`config.mk`:
```
export PLATFORM = sky130hd
export DESIGN_NAME = gpio_bank
export DESIGN_NICKNAME = d
export VERILOG_FILES = /design/src/rtl/gpio_pkg.sv /design/src/rtl/gpio_sync.sv /design/src/rtl/gpio_port.sv /design/src/rtl/gpio_bank.sv
export SDC_FILE = /design/constraint.sdc
export NUM_CORES = 1
export LEC_CHECK = 0
export BUFFER_PORTS_ARGS = -buffer_cell sky130_fd_sc_hd__buf_2
export CAP_MARGIN = 20
export CORE_MARGIN = 2
export CORE_UTILIZATION = 45
export DETAILED_ROUTE_END_ITERATION = 10
export PLACE_DENSITY = 0.74
export SYNTH_ARGS = -nofsm -noshare
export SYNTH_HDL_FRONTEND = slang
export SYNTH_SLANG_ARGS = --single-unit
```
`constraint.sdc`:
```
create_clock -name clk_i -period 3.1 [get_ports clk_i]
set_clock_uncertainty 0.2 [all_clocks]
set_input_delay 0.31 -clock clk_i [delete_from_list [all_inputs] [get_ports clk_i]]
set_output_delay 0.31 -clock clk_i [all_outputs]
set_load 0.03 [all_outputs]
```
`src/rtl/gpio_pkg.sv`:
```
package gpio_pkg;
  localparam int unsigned NPORT    = 4;
  localparam int unsigned PW       = 4;
  localparam int unsigned AW       = $clog2(NPORT);
  localparam int unsigned NPIN     = NPORT * PW;
  localparam int unsigned NIB_PORT = NPORT - 1;
endpackage

```
`src/rtl/gpio_sync.sv`:
```
module gpio_sync #(
  parameter int unsigned W = 16
) (
  input  logic         clk_i,
  input  logic         rst_ni,
  input  logic [W-1:0] d_i,
  output logic [W-1:0] q_o
);
  logic [W-1:0] s1_q, s2_q;
  always_ff @(posedge clk_i or negedge rst_ni) begin
    if (!rst_ni) begin
      s1_q <= '0;
      s2_q <= '0;
    end else begin
      s1_q <= d_i;
      s2_q <= s1_q;
    end
  end
  assign q_o = s2_q;
endmodule

```
`src/rtl/gpio_port.sv`:
```
module gpio_port #(
  parameter int unsigned W       = 4,
  parameter bit          NIB_DIR = 1'b0,
  parameter bit          GATED   = 1'b1
) (
  input  logic         clk_i,
  input  logic         rst_ni,
  input  logic         wr_lat_i,
  input  logic         wr_dir_i,
  input  logic         force_in_i,
  input  logic         gate_i,
  input  logic [W-1:0] wdata_i,
  input  logic [W-1:0] pin_i,
  output logic [W-1:0] out_o,
  output logic [W-1:0] oe_o,
  output logic [W-1:0] rd_o
);
  logic [W-1:0] lat_q;
  logic [W-1:0] in_eff;

  // latch has no reset: undefined after power-on
  always_ff @(posedge clk_i) begin
    if (wr_lat_i) lat_q <= wdata_i;
  end

  generate
    if (NIB_DIR) begin : g_nib
      logic dir_q;
      always_ff @(posedge clk_i or negedge rst_ni) begin
        if (!rst_ni)         dir_q <= 1'b0;
        else if (force_in_i) dir_q <= 1'b0;
        else if (wr_dir_i)   dir_q <= wdata_i[0];
      end
      assign oe_o = {W{dir_q}};
    end else begin : g_bit
      logic [W-1:0] dir_q;
      always_ff @(posedge clk_i or negedge rst_ni) begin
        if (!rst_ni)         dir_q <= '0;
        else if (force_in_i) dir_q <= '0;
        else if (wr_dir_i)   dir_q <= wdata_i;
      end
      assign oe_o = dir_q;
    end

    if (GATED) begin : g_gate
      assign in_eff = gate_i ? '0 : pin_i;
    end else begin : g_nogate
      assign in_eff = pin_i;
    end
  endgenerate

  assign out_o = lat_q;
  assign rd_o  = (oe_o & lat_q) | (~oe_o & in_eff);
endmodule

```
`src/rtl/gpio_bank.sv`:
```
module gpio_bank
  import gpio_pkg::*;
(
  input  logic            clk_i,
  input  logic            rst_ni,
  input  logic            ce_rst_i,
  input  logic            clk_stop_i,
  input  logic            halt_i,
  input  logic [AW-1:0]   addr_i,
  input  logic            sel_dir_i,
  input  logic            we_i,
  input  logic [PW-1:0]   wdata_i,
  output logic [PW-1:0]   rdata_o,
  input  logic [NPIN-1:0] pad_in_i,
  output logic [NPIN-1:0] pad_out_o,
  output logic [NPIN-1:0] pad_oe_o
);
  logic [NPIN-1:0] pin_sync;
  logic [PW-1:0]   rd_all [NPORT];
  logic            gate_q;
  logic            force_in;
  logic            wr_ok;

  assign force_in = ce_rst_i | clk_stop_i;
  assign wr_ok    = we_i & ~halt_i & ~force_in;

  gpio_sync #(.W(NPIN)) u_sync (
    .clk_i  (clk_i),
    .rst_ni (rst_ni),
    .d_i    (pad_in_i),
    .q_o    (pin_sync)
  );

  // chip-enable reset outranks clock stop
  always_ff @(posedge clk_i or negedge rst_ni) begin
    if (!rst_ni) gate_q <= 1'b0;
    else         gate_q <= clk_stop_i & ~ce_rst_i;
  end

  for (genvar p = 0; p < NPORT; p++) begin : g_port
    localparam bit IS_NIB = (p == NIB_PORT);
    logic sel;
    assign sel = (addr_i == AW'(p));
    gpio_port #(.W(PW), .NIB_DIR(IS_NIB), .GATED(!IS_NIB)) u_port (
      .clk_i      (clk_i),
      .rst_ni     (rst_ni),
      .wr_lat_i   (wr_ok & sel & ~sel_dir_i),
      .wr_dir_i   (wr_ok & sel & sel_dir_i),
      .force_in_i (force_in),
      .gate_i     (gate_q),
      .wdata_i    (wdata_i),
      .pin_i      (pin_sync[p*PW +: PW]),
      .out_o      (pad_out_o[p*PW +: PW]),
      .oe_o       (pad_oe_o[p*PW +: PW]),
      .rd_o       (rd_all[p])
    );
  end

  assign rdata_o = rd_all[addr_i];
endmodule

```
==> results.sh <==
export IMPL_overflow=0
export IMPL_hold_worst_slack_ns=0.0518
export IMPL_fin_crit_sh=0.830
export IMPL_gp_congestion=0.786
export IMPL_worst_r2r_endpoint="g_port[3].u_port.g_nib.dir_q"
export IMPL_die_y_um=75.9
export IMPL_vias=1697
export IMPL_maximum_number_of_pins_on_one_net_before_global_route_repair=47
export IMPL_postCtsResizedCells=0
export IMPL_final_hold_violation_count=0
export IMPL_synthArstFlopShare=0.742
export IMPL_timing_final_crit_period_ns=2.57
export IMPL_grt_antenna_before_repair=0
export IMPL_cp_slowest_stage_delay_ns=0.74
export IMPL_cts_root_buf="clkbuf_8"
export IMPL_initialDrtViolationCount=66
export IMPL_grt_pass1_vias=1569
export IMPL_timing_critical_path_to_type="register"
export IMPL_hold_path_class="input pin to register"
export IMPL_groute_usage_overall=0.199
export IMPL_worst_ir_drop_vdd_v=0.000428
export IMPL_timing_critical_path_slowest_stage_cell="or4b_1"
export IMPL_design_die_area_um2=5750
export IMPL_synthMostInstantiatedCell="dfrtp_1"
export IMPL_net_count_of_the_finished_layout=280
export IMPL_synthToLayoutAreaGrowth_pct=30.2
export IMPL_detail_route_drc_violations=0
export IMPL_route_detailed_vias_per_inst=5.21
export IMPL_core_area_um2=5040
export IMPL_placedInstanceArea_um2=2680
export IMPL_rrSetupSlack_ns=1.99
export IMPL_critPathLaunchType="input pin"
export IMPL_synthesis_yosys_warnings=0
export IMPL_postSynthRegisterBits=62
export IMPL_netlist_area_leader_share=0.495
export IMPL_reg2reg_from="g_port[3].u_port.g_nib.dir_q"
export IMPL_finish_instance_area_um2=3030
export IMPL_ant_nets=0
export IMPL_biggest_area_contributors_in_the_synthesized_netlist="dfrtp_1, edfxtp_1, a21oi_1"
export IMPL_cts_num_sinks=62
export IMPL_syn_nets=199
export IMPL_synth_largest_area_cell="dfrtp_1"
export IMPL_floorplan_initialDensity=0.461
export IMPL_pwr_density_cell_nw_per_um2=523
export IMPL_cts_htree_levels=3
export IMPL_cts_tree="done"
export IMPL_max_cap_violations=0
export IMPL_synth_commonest_cells="dfrtp_1, a21oi_1, edfxtp_1"
export IMPL_path_max_fanout=18
export IMPL_timing_setup_critical_path_class="input pin to register"
export IMPL_unrepaired_setup_endpoints_after_global_routing="no"
export IMPL_drt_pass1_iter_count=4
export IMPL_hold_start="clk_stop_i"
export IMPL_synth_edff_count=16
export IMPL_drive_above_1_share=0.371
export IMPL_postRouteWirelength_um=5110
export IMPL_wl_per_cell_um=15.7
export IMPL_setup_tns_ns=0
export IMPL_timing_reg2reg_worst_path_depth=2
export IMPL_worstSkewPairLatency_ns=0.33
export IMPL_leakagePower_nw=1.32
export IMPL_maxClockFrequency_mhz=389
export IMPL_insertedDiodeCount=0
export IMPL_number_of_buffers_added_on_ports=64
export IMPL_cts_setup_buffers=0
export IMPL_first_pass_grt_wire_length_um=7970
export IMPL_synth_yosys_seq_area_share=0.702
export IMPL_whs_endpoint="gate_q"
export IMPL_path_clk_slew_ns=0.06
export IMPL_place_hpwl_um=3420
export IMPL_worst_slew_pin_slew_ns=1.07
export IMPL_cts_inserted_buffers=9
export IMPL_synth_cell_type_count=29
export IMPL_std_cell_rows=26
export IMPL_die_x_um=75.9
export IMPL_netlist_area_before_placement_um2=2320
export IMPL_synth_main_ff_cell="dfrtp_1"
export IMPL_run_status="finished clean"
export IMPL_maxSlewHeadroom=0.288
export IMPL_final_max_slew_violation_count=0
export IMPL_cts_max_path_buffers=2
export IMPL_synth_cells=170
export IMPL_worst_endpoint_arrival_ns=2.33
export IMPL_ordered_cell_list_for_the_critical_path="dlygate4sd3_1 -> buf_2 -> or4b_1 -> nor4_1"
export IMPL_crit_path_required_time_ns=2.86
export IMPL_fin_util=0.600
export IMPL_synthesis_area_per_instance_um2=13.7
export IMPL_whs_path_depth=2
export IMPL_design_portCount=65
export IMPL_setup_viol=0
power breakdown:
group          switching, mW  internal, mW  total, mW
registers            0.00888         0.862      0.871
logic                 0.0706        0.0570      0.128
clock network          0.272         0.310      0.582
how the worst max path moves through the flow:
stage | startpoint | endpoint | slack [ns]
floorplan | halt_i | g_port[2].u_port.out_o[0] | 0.84
global placement | halt_i | g_port[0].u_port.out_o[2] | 0.75
detailed placement | halt_i | g_port[0].u_port.out_o[1] | 0.64
CTS | ce_rst_i | g_port[0].u_port.out_o[2] | 0.54
global route | ce_rst_i | g_port[0].u_port.out_o[3] | 0.32
finish | ce_rst_i | g_port[0].u_port.out_o[2] | 0.53
critical path, delay by kind of cell:
kind | cells | cell delay (ns)
buf+inv | 2 | 0.67
simple gates | 2 | 1.35
metal layers:
| metal | track usage | vias up | routed length, um |
|---|---|---|---|
| met1 | 0.253 | 834 | 2010 |
| li1 | - | 784 | - |
| met3 | 0.0635 | 13 | 373 |
| met5 | 0 | - | 0 |
| met4 | 0.0994 | 0 | 141 |
| met2 | 0.309 | 66 | 2580 |
placed cells by master (no fill, tap or decap), types with 10 or more instances in the layout:
cell           Yosys  final
buf_2              1     64
dfrtp_1           46     46
a21oi_1           19     19
dlygate4sd3_1      0     18
edfxtp_1          16     16
nand3_1           13     13
o21ai_0           13     13
or3b_2            10     10
clkbuf_8           0     10
repair_timing:
item                                   4_1_cts  5_1_grt
endpoints found under the hold margin       63        0
setup endpoints to repair                    0        0
hold buffers                                18        0
area by class of cell:
type                       count  area (um^2)
timing repair buffer          84          515
clock buffer                  14          153
clock inverter                 2         10.0
inverter                       1         3.75
multi-input combinational     93          624
tap                           70         87.6
sequential                    62         1630
fill                         407         2020
kinds of logic after synthesis:
logic type      after synthesis  share of synthesized area
flops                        62                      0.702
simple gates                 44                      0.123
compound gates               41                      0.101
buf+inv                      15                     0.0318
mux                           8                     0.0420
metrics by stage:
stage	cells	worst slack, ns	power, mW
finish	326	0.528	1.58
global route	326	0.320	1.65
CTS	326	0.542	1.60
detailed placement	292	0.638	0.997
global placement	292	0.745	0.994
floorplan	170	0.843	0.943
registers in the layout (all words and copies together), names as in the netlist:
signal and count:
g_port.u_port.g_nib.dir_q 1, g_port.u_port.oe_o 12, gate_q 1, u_sync.q_o 16
u_sync.s1_q 16, g_port.u_port.out_o 16
No activity file was read; power rests on OpenSTA's default activity.
